==> src/rtl/flash_wp_pkg.sv <==
package flash_wp_pkg;
  localparam logic [7:0] OP_WREN = 8'h06;
  localparam logic [7:0] OP_WRDI = 8'h04;
  localparam logic [7:0] OP_WRSR = 8'h01;
  localparam logic [7:0] OP_PP   = 8'h02;
  localparam logic [7:0] OP_SE   = 8'hD8;
  localparam logic [7:0] OP_BE   = 8'hC7;

  typedef enum logic [2:0] {
    K_NONE, K_WREN, K_WRDI, K_WRSR, K_PP, K_SE, K_BE
  } cmd_kind_e;

  typedef enum logic [2:0] {
    RJ_NONE   = 3'd0,
    RJ_LATCH  = 3'd1,
    RJ_BUSY   = 3'd2,
    RJ_LEN    = 3'd3,
    RJ_AREA   = 3'd4,
    RJ_HWLOCK = 3'd5
  } rej_code_e;
endpackage

==> src/rtl/fwp_decode.sv <==
module fwp_decode
  import flash_wp_pkg::*;
(
  input  logic [7:0] op_i,
  output cmd_kind_e  kind_o,
  output logic       modify_o
);
  always_comb begin
    unique case (op_i)
      OP_WREN: kind_o = K_WREN;
      OP_WRDI: kind_o = K_WRDI;
      OP_WRSR: kind_o = K_WRSR;
      OP_PP:   kind_o = K_PP;
      OP_SE:   kind_o = K_SE;
      OP_BE:   kind_o = K_BE;
      default: kind_o = K_NONE;
    endcase
    modify_o = (kind_o == K_WRSR) || (kind_o == K_PP) ||
               (kind_o == K_SE) || (kind_o == K_BE);
  end
endmodule

==> src/rtl/fwp_region.sv <==
module fwp_region
  import flash_wp_pkg::*;
#(
  parameter int ADDR_W = 18
) (
  input  cmd_kind_e         kind_i,
  input  logic [ADDR_W-1:0] addr_i,
  input  logic [1:0]        bp_i,
  output logic              blocked_o
);
  localparam int TOP = ADDR_W - 1;
  logic in_zone;

  generate
    if (ADDR_W >= 2) begin : g_wide
      always_comb begin
        unique case (bp_i)
          2'b00: in_zone = 1'b0;
          2'b01: in_zone = addr_i[TOP] & addr_i[TOP-1];
          2'b10: in_zone = addr_i[TOP];
          default: in_zone = 1'b1;
        endcase
      end
    end else begin : g_narrow
      assign in_zone = (bp_i != 2'b00);
    end
  endgenerate

  always_comb begin
    unique case (kind_i)
      K_PP, K_SE: blocked_o = in_zone;
      K_BE:       blocked_o = (bp_i != 2'b00);
      default:    blocked_o = 1'b0;
    endcase
  end
endmodule

==> src/rtl/fwp_judge.sv <==
module fwp_judge
  import flash_wp_pkg::*;
(
  input  cmd_kind_e  kind_i,
  input  logic       modify_i,
  input  logic       engaged_i,
  input  logic [2:0] edges_lo_i,
  input  logic       wel_i,
  input  logic       lock_i,
  input  logic       wp_ni,
  input  logic       area_i,
  output logic       ok_o,
  output rej_code_e  code_o
);
  always_comb begin
    ok_o   = 1'b0;
    code_o = RJ_NONE;
    if (modify_i) begin
      if (engaged_i)                               code_o = RJ_BUSY;
      else if (edges_lo_i != 3'd0)                 code_o = RJ_LEN;
      else if (!wel_i)                             code_o = RJ_LATCH;
      else if (kind_i == K_WRSR && lock_i && !wp_ni) code_o = RJ_HWLOCK;
      else if (area_i)                             code_o = RJ_AREA;
      else                                         ok_o   = 1'b1;
    end
  end
endmodule

==> src/rtl/flash_wp_ctrl.sv <==
module flash_wp_ctrl
  import flash_wp_pkg::*;
#(
  parameter int ARRAY_LOG2 = 18,
  parameter int CNT_W      = 16,
  localparam int ADDR_W    = ARRAY_LOG2
) (
  input  logic              clk_i,
  input  logic              rst_ni,
  input  logic              cmd_valid_i,
  input  logic [7:0]        cmd_op_i,
  input  logic [ADDR_W-1:0] cmd_addr_i,
  input  logic [CNT_W-1:0]  cmd_edges_i,
  input  logic              wp_ni,
  input  logic              hold_ni,
  input  logic [1:0]        sr_bp_i,
  input  logic              sr_lock_i,
  input  logic              busy_i,
  output logic              wel_o,
  output logic              accept_o,
  output logic              reject_o,
  output logic [2:0]        reject_code_o
);
  cmd_kind_e kind;
  rej_code_e code;
  logic modify, area_hit, ok;
  logic wel_q, pend_q, busy_q, acc_q, rej_q;
  logic [2:0] code_q;
  logic fire, op_done;

  fwp_decode u_dec (.op_i(cmd_op_i), .kind_o(kind), .modify_o(modify));

  fwp_region #(.ADDR_W(ADDR_W)) u_reg (
    .kind_i(kind), .addr_i(cmd_addr_i), .bp_i(sr_bp_i), .blocked_o(area_hit)
  );

  fwp_judge u_jdg (
    .kind_i(kind), .modify_i(modify), .engaged_i(busy_i | pend_q),
    .edges_lo_i(cmd_edges_i[2:0]), .wel_i(wel_q), .lock_i(sr_lock_i),
    .wp_ni(wp_ni), .area_i(area_hit), .ok_o(ok), .code_o(code)
  );

  assign fire    = cmd_valid_i & hold_ni;
  // end of accepted operation: busy falling edge while pending
  assign op_done = pend_q & busy_q & ~busy_i;

  always_ff @(posedge clk_i or negedge rst_ni) begin
    if (!rst_ni) begin
      wel_q  <= 1'b0;
      pend_q <= 1'b0;
      busy_q <= 1'b0;
      acc_q  <= 1'b0;
      rej_q  <= 1'b0;
      code_q <= 3'd0;
    end else begin
      busy_q <= busy_i;
      acc_q  <= fire & modify & ok;
      rej_q  <= fire & modify & ~ok;
      code_q <= (fire & modify) ? code : RJ_NONE;
      if (op_done) begin
        wel_q  <= 1'b0;
        pend_q <= 1'b0;
      end
      if (fire) begin
        if (kind == K_WREN) wel_q <= 1'b1;
        if (kind == K_WRDI) wel_q <= 1'b0;
        if (modify && ok)   pend_q <= 1'b1;
      end
    end
  end

  assign wel_o         = wel_q;
  assign accept_o      = acc_q;
  assign reject_o      = rej_q;
  assign reject_code_o = code_q;
endmodule

==> config.mk <==
export PLATFORM = sky130hd
export DESIGN_NAME = flash_wp_ctrl
export DESIGN_NICKNAME = d
export VERILOG_FILES = /design/src/rtl/flash_wp_pkg.sv /design/src/rtl/fwp_decode.sv /design/src/rtl/fwp_region.sv /design/src/rtl/fwp_judge.sv /design/src/rtl/flash_wp_ctrl.sv
export SDC_FILE = /design/constraint.sdc
export NUM_CORES = 1
export LEC_CHECK = 0
export CORE_MARGIN = 8
export CORE_UTILIZATION = 27
export DETAILED_ROUTE_END_ITERATION = 10
export MAX_ROUTING_LAYER = met4
export PLACE_DENSITY = 0.85
export SLEW_MARGIN = 20
export SYNTH_ARGS = -nofsm -noshare
export SYNTH_HDL_FRONTEND = slang
export SYNTH_SLANG_ARGS = --single-unit
==> constraint.sdc <==
create_clock -name clk_i -period 4.2 [get_ports clk_i]
set_clock_uncertainty 0.1 [all_clocks]
set_input_delay 1.26 -clock clk_i [delete_from_list [all_inputs] [get_ports clk_i]]
set_output_delay 1.26 -clock clk_i [all_outputs]
set_load 0.1 [all_outputs]
# Word-level counts from Yosys, hierarchy flattened
# Index checks and enable logic that the tools add are counted.
# totals
inputBits	51
elab_cells	64
out_inout_bits	6
regBits	8
# classes
n_mux	23
n_eq_ne	14
bitwise	10
n_reduce_logical	11
# ops
operator	count
$mux 3	7
$pmux 3 s6	1
$eq 8x3->1 const B	2
$eq 8x8->1 const B	2
$mux 1	13
$eq 3x3->1 const B	3
$eq 8x1->1 const B	1
$eq 8x2->1 const B	1
$and 1x1->1	7
$eq 3x2->1 const B	2
$eq 3x1->1 const B	1
$logic_and 1x1->1	3
$logic_or 1x1->1	3
$pmux 1 s3	1
$reduce_bool 3->1	1
$eq 2x1->1 const B	1
$eq 2x2->1 const B	1
$logic_not 2->1	1
$not 1->1	2
$pmux 1 s2	1
$reduce_bool 2->1	1
$reduce_or 2->1	1
$logic_not 1->1	1
$or 1x1->1	1

# Depth between registers and ports, before layout
# Gate-level depths: netlist of run 1.
# logic_depth
depth_word	14
depth_mapped	5
depth_no_buf	5

# Modules after synthesis
# From an unflattened synthesis of run 1, not the netlist that was laid out.
# unflattened
hier_cells	58
hier_area_um2	555.5
# by_module_without_submodules
mod	area_per_inst_um2	instances	cells_per_inst	seq_area_each_um2
flash_wp_ctrl	306.5	1	23	200.2
fwp_decode	127.6	1	20	0.0
fwp_judge	90.1	1	11	0.0
fwp_region	31.3	1	4	0.0

# Worst setup path after synthesis of run 1
# No wires, ideal clock.
# synth_timing
kind	in2reg
from	input cmd_op_i[2]
to	register code_q[0] (netlist: reject_code_o[0])
required_time_ns	3.989
arrival_ns	2.539
setup_slack_ns	1.450
path_buffers	0
setup_time_ns	0.111
cell_stages	3
cell_sequence	or4_4 -> or4_4 -> a2111oi_2
# synth_via
elab_chain_cells	11
word_cells_on_any_way	23
classes_between	eq/ne (10); mux (7); bitwise (1); reduce/logical (5)
# synth_rtl
item	line_no	rtl
start: declaration	flash_wp_ctrl.sv:11	input logic [7:0] cmd_op_i,
$eq 8x8->1 (tied with other cells)	fwp_decode.sv:9	unique case (op_i)
$pmux 3 s6 *	fwp_decode.sv:9	
$eq 3x2->1	fwp_decode.sv:18, fwp_judge.sv:22	
$logic_and 1x1->1 (2 in series)	fwp_judge.sv:22	else if (kind_i == K_WRSR && lock_i && !wp_ni) code_o = RJ_HWLOCK;
$mux 3	fwp_judge.sv:22	
$mux 3	fwp_judge.sv:21	else if (!wel_i) code_o = RJ_LATCH;
$mux 3	fwp_judge.sv:20	else if (edges_lo_i != 3'd0) code_o = RJ_LEN;
$mux 3	fwp_judge.sv:19	if (engaged_i) code_o = RJ_BUSY;
$mux 3	fwp_judge.sv:18	if (modify_i) begin
$mux 3 *	flash_wp_ctrl.sv:59	code_q <= (fire & modify) ? code : RJ_NONE;
end signal: assignment	flash_wp_ctrl.sv:59	
end: declaration	flash_wp_ctrl.sv:28	logic [2:0] code_q;
# Mark *: on every way between the ends. The rest lies on a longest branch, timed or not.

# Worst setup path after layout of run 1
# layout_timing
from	register wel_q (netlist: wel_o)
to	output wel_o
# layout_lines
item	line_no	rtl
start: declaration	flash_wp_ctrl.sv:27	logic wel_q, pend_q, busy_q, acc_q, rej_q;
start signal: assignment	flash_wp_ctrl.sv:49	wel_q <= 1'b0;
start signal: assignment	flash_wp_ctrl.sv:61	wel_q <= 1'b0;
start signal: assignment	flash_wp_ctrl.sv:65	if (kind == K_WREN) wel_q <= 1'b1;
end: declaration	flash_wp_ctrl.sv:19	output logic wel_o,
# No word-level cell between the ends.

==> impl_metrics.toml, run 1 <==
[pwr]
power_leakage_nw = 0.298
p_switching_uw = 41.0
p_total_uw = 173
sw_frac_of_total_pct = 23.7
p_comb_share_pct = 22.0
powerDensity_nw_per_um2 = 225
p_int_uw = 132
peakVddDrop_mv = 0.0880
seqPwrFrac_pct = 45.5
power_frac_clock_pct = 32.5

[route]
wl_um = 1290
antenna_left = 0
dr.pass1.iters = 4
drt_iter0_drc = 8
num_vias = 508
vias_per_cell = 5.18
post_drt_wl_per_cell_um = 13.2
drc = 0

[setup_path]
cp_slowest_cell = "clkdlybuf4s50_1"
critical_path_class = "flop to output port"
worstPathArrival_ns = 1.74
crit_buf_inv = 1
required_ns = 2.84
setup.worst_path.start_class = "flop"
cpPeakStageDelay_ns = 1.14
cp_max_fo = 3
critPathTopFamily = "buffers and inverters"
end_kind = "output port"
path_cells = "clkdlybuf4s50_1"

[timing]
maxSlewHeadroom_pct = 35.0
slew_viol_final = 0
hold_viol_final = 0
tightestPinTransition_ns = 0.972
whs_ns = 0.408
timing.final.crit_period_ns = 3.10
timing.final.crit_share_pct = 73.8
rsz0062_at_grt = "false"
finalSetupViolCount = 0
fmax_ghz = 0.323
tns_ns = 0

[outcome]
status = "finished clean"

[logic_synthesis]
syn_inst = 51
synth_fp_nets = 102
synth_top_area_share_pct = 43.8
yosys.cell_types.count = 23
yosys_register_bits = 8
netlist_area_um2 = 457
synthArstFlopShare_pct = 100
yosysSeqAreaShare_pct = 43.8
synthTopCellsByArea = "dfrtp_1 (44%), nand3_1 (5.5%), or4_4 (4.9%), a21oi_1 (4.4%), nor3_1 (4.4%)"
avgSynthCellArea_um2 = 8.95
synth_warnings = 0
synth_ff_type = "dfrtp_1"
synth.largest_area_cell = "dfrtp_1"
synth_edf_count = 0
synth_commonest_cells = "dfrtp_1 (8), nand2_1 (5), nand3_1 (5)"
synth.most_common_cell = "dfrtp_1"

[floorplan]
die_y_um = 57.1
initial_utilization_pct = 27.7
coreArea_um2 = 1650
die-area_um2 = 3260
rows = 15
dieWidth_um = 57.1
ios = 57

[clock_network]
cts_buffer_depth = 2
cts_sinks = 8
ctsHoldBuffers = 0
htreeDepth = 1
clock-root-buffer = "clkbuf_4"
clk_pin_slew_worst_paths_ns = 0.05
numCtsBuffers = 3
clock_latency_ns = 0.25
cts_resized = 0
cts_tree = "yes"
post-cts-setup-buffers = 0

[cells_and_area]
layout.nets = 134
nFillCells = 167
antenna_cells = 0
layout-drive-gt1-share_pct = 8.64
fin_util_pct = 46.7
syn2layout_area_growth_pct = 68.8

[placed_design]
dp_hpwl_um = 1110
gp_congestion = 0.827
io_buffers = 27

[grt]
antenna_found_initial = 0
grt_max_degree = 9
grt_pass1_wl_um = 2260
globalRouteTotalUtil_pct = 8.62
gr-total-overflow = 0
grt_pass1_vias = 538

[job]
maxCapViolations = 0

[hold_path]
worstHoldPathType = "flop to flop"
## path summary, 6_finish.rpt
path / from / endpoint / slack (ns) / depth (start not counted)
setup / recovery: wel_o / wel_o / 1.10 / 1
max in group asynchronous: rst_ni / reject_o / 2.57 / 1
hold reg to reg: pend_q / reject_code_o[0] / 0.41 / 1
hold / removal: pend_q / reject_code_o[0] / 0.41 / 1
setup reg to reg: wel_o / reject_o / 2.58 / 5
min in group asynchronous: rst_ni / pend_q / 1.18 / 1
## cells in the final DEF (no fill, tap or decap), types with 2 or more instances in the layout
cell / synthesis / layout
clkbuf_4: 0 / 3
o21ai_0: 3 / 3
dfrtp_1: 8 / 8
a21oi_1: 4 / 4
inv_1: 3 / 3
nand2_1: 5 / 5
or4_4: 2 / 2
nor2_1: 3 / 3
nand3_1: 5 / 5
nor3_1: 4 / 4
clkdlybuf4s50_1: 0 / 27
## sequential cells by signal, summed over array words and instances, names as in the netlist
signal	count
accept_o	1
busy_q	1
pend_q	1
reject_code_o	3
reject_o	1
wel_o	1
## power by group through the flow
stage	logic, mW	clock network, mW	registers, mW
floorplan	0.00722	0	0.0841
global route	0.0416	0.0634	0.0789
detailed placement	0.0380	0	0.0802
CTS	0.0384	0.0594	0.0788
global placement	0.0372	0	0.0801
finish	0.0382	0.0563	0.0788
## per-stage QoR
step | cell area [um^2] | setup WS (ns) | cells
after floorplan | 457 | 1.45 | 51
after global placement | 748 | 0.908 | 95
after detailed placement | 748 | 0.888 | 95
after CTS | 771 | 1.07 | 98
after global routing | 771 | 1.03 | 98
final | 771 | 1.10 | 98
## cell type report
cell class	instances	area (um^2)	area share (%)
well taps	17	21.3	2.76
multi-input cells	40	245	31.8
inverters	3	11.3	1.46
clock buffers	3	22.5	2.92
repair buffers	27	270	35.1
flip-flops and latches	8	200	26.0
## cells by family after synthesis
family | after synthesis | synth area share, %
AO/OA/AOI/OAI | 15 | 22.2
buffers and inverters | 3 | 2.47
flip-flops | 8 | 43.8
AND/OR/NAND/NOR | 25 | 31.5
## routing by layer
layer / vias up / global-route usage (%) / routed length (um)
met1: 238 / 9.28 / 552
met3: 0 / 2.66 / 76
li1: 255 / - / -
met5: - / - / 0
met2: 15 / 14.1 / 663
met4: 0 / 4.03 / 0
Power figures use the tool's default switching activity.
==> run 2: changes to the inputs <==
- CORE_UTILIZATION: 27 -> 22
- PLACE_DENSITY: 0.85 -> 0.74
- clock period: 4.2 -> 2.5 ns (I/O delays scaled with it)
==> impl_metrics.toml, run 2 (same netlist as run 1, synthesis figures left out) <==
[setup_path]
r2r_start = "wel_o"
end_kind = "flop"
path_cells = "clkdlybuf4s50_1, or4_4, or4_4, a2111oi_4"
cp_slowest_cell = "or4_4"
required_ns = 2.54
startpoint = "cmd_op_i[2]"
critical_path_class = "input port to flop"
cp_common_cell = "or4_4"
cpPeakStageDelay_ns = 0.57
cp_max_fo = 3
critPathTopFamily = "simple AND/OR/NAND/NOR gates"
crit_buf_inv = 1
r2r-end = "reject_o"
worstPathArrival_ns = 2.49
r2r_cells = 5
cp.depth = 4
cp-endpoint = "reject_code_o[0]"
r2r_slack_ns = 0.90
setup.worst_path.start_class = "input port"

[placed_design]
place_area_um2 = 813
gp_congestion = 0.820
place_inst = 114
dp_slack_ns = -0.274
dp_hpwl_um = 1230
io_buffers = 27

[hold_path]
hold-path-cell-count = 2
worstHoldPathType = "flop to flop"

[cells_and_area]
layout_common_cells = "clkdlybuf4s50_1 (21), buf_4 (15), dfrtp_1 (8)"
multi_input_area_um2 = 270
nFillCells = 217
syn2layout_area_growth_pct = 88.5
layout-drive-gt1-share_pct = 26.7
final_common_cell = "clkdlybuf4s50_1"
antenna_cells = 0
regArea_um2 = 200
fin_util_pct = 43.9
fin_cells = 117
largest_reg_flops = 3
layout.nets = 143
fin_area_um2 = 861

[pwr]
sw_frac_of_total_pct = 24.0
power_leakage_nw = 0.359
seqPwrFrac_pct = 44.0
peakVddDrop_mv = 0.164
powerDensity_nw_per_um2 = 350
p_switching_uw = 72.5
p_int_uw = 229
power_frac_clock_pct = 31.5
p_comb_share_pct = 24.5

[timing]
timing.final.crit_period_ns = 2.44
timing.final.crit_share_pct = 97.8
fmax_ghz = 0.409
tightestPinTransition_ns = 0.418
finalSetupViolCount = 0
maxSlewHeadroom_pct = 71.7
hold_viol_final = 0
tns_ns = 0
slew_viol_final = 0
setup_ws_ns = 0.0552
rsz0062_at_grt = "false"

[outcome]
status = "finished clean"

[clock_network]
cts_sinks = 8
cts_tree = "yes"
cts_buffer_depth = 2
ctsHoldBuffers = 0
numCtsBuffers = 3
post-cts-setup-buffers = 0
htreeDepth = 1
clock-root-buffer = "clkbuf_4"
clock_latency_ns = 0.25
clk_pin_slew_worst_paths_ns = 0.05

[route]
dr.pass1.iters = 4
num_vias = 544
post_drt_wl_per_cell_um = 12.3
antenna_left = 0
vias_per_cell = 4.65
drt_iter0_drc = 11
wl_um = 1440
drc = 0

[grt]
grt_pass1_wl_um = 2240
grt_pass1_vias = 525
grt_max_degree = 9
globalRouteTotalUtil_pct = 8.08
gr-total-overflow = 0
antenna_found_initial = 0

[floorplan]
die-area_um2 = 3790
rows = 16
ios = 57
die_y_um = 61.6
coreArea_um2 = 1960
initial_utilization_pct = 23.3
dieWidth_um = 61.6

[job]
maxCapViolations = 0
==> run 2: changes by cell type in the layout (fill, tap and decap cells not counted), sizes merged <==
cell,delta
buf,+15
clkdlybuf4s50,-6
==> run 2: worst min path at each step <==
stage          slack [ns]               end   start
5_1_grt              0.45  reject_code_o[0]  pend_q
6_report             0.44             wel_o   wel_o
2_1_floorplan        0.35          accept_o  rst_ni
4_1_cts              0.44             wel_o   wel_o
3_3_place_gp         0.39  reject_code_o[0]  pend_q
3_5_place_dp         0.40  reject_code_o[0]  pend_q
==> run 2: final cells by class <==
type                    count  area share [%]
well taps                  27            3.92
multi-input cells          40            31.4
flip-flops and latches      8            23.3
inverters                   3            1.31
clock buffers               3            2.62
repair buffers             36            37.5
==> run 2: worst reg2reg max path, delay by kind of cell (launching register included) <==
kind / cells / cell delay, ns
flip-flops: 1 / 0.36
AO/OA/AOI/OAI: 3 / 0.50
AND/OR/NAND/NOR: 2 / 0.53
==> run 2: routing by layer <==
metal	share of wire [%]	track usage, %
met2	46	12.4
met1	42	9.18
met5	0	-
met4	1.5	4.87
met3	11	2.09
==> run 2: per-stage QoR <==
stage	hold slack [ns]	total power, mW
4_1_cts	0.438	0.305
3_5_place_dp	0.404	0.206
5_1_grt	0.453	0.317
3_3_place_gp	0.394	0.205
2_1_floorplan	0.354	0.153
6_report	0.439	0.301
==> run 2: power by group through the flow <==
stage	clock [mW]	sequential (mW)	combinational, mW
floorplan	0	0.141	0.0121
finish	0.0950	0.133	0.0738
detailed placement	0	0.135	0.0715
global placement	0	0.135	0.0701
CTS	0.100	0.133	0.0720
global route	0.104	0.133	0.0798
==> run 2: timing repair <==
item,4_1_cts,5_1_grt
endpoints found under the setup margin,1,3
gates cloned,0,0
endpoints found under the hold margin,0,0
resized for setup,1,2
pin swaps,0,1
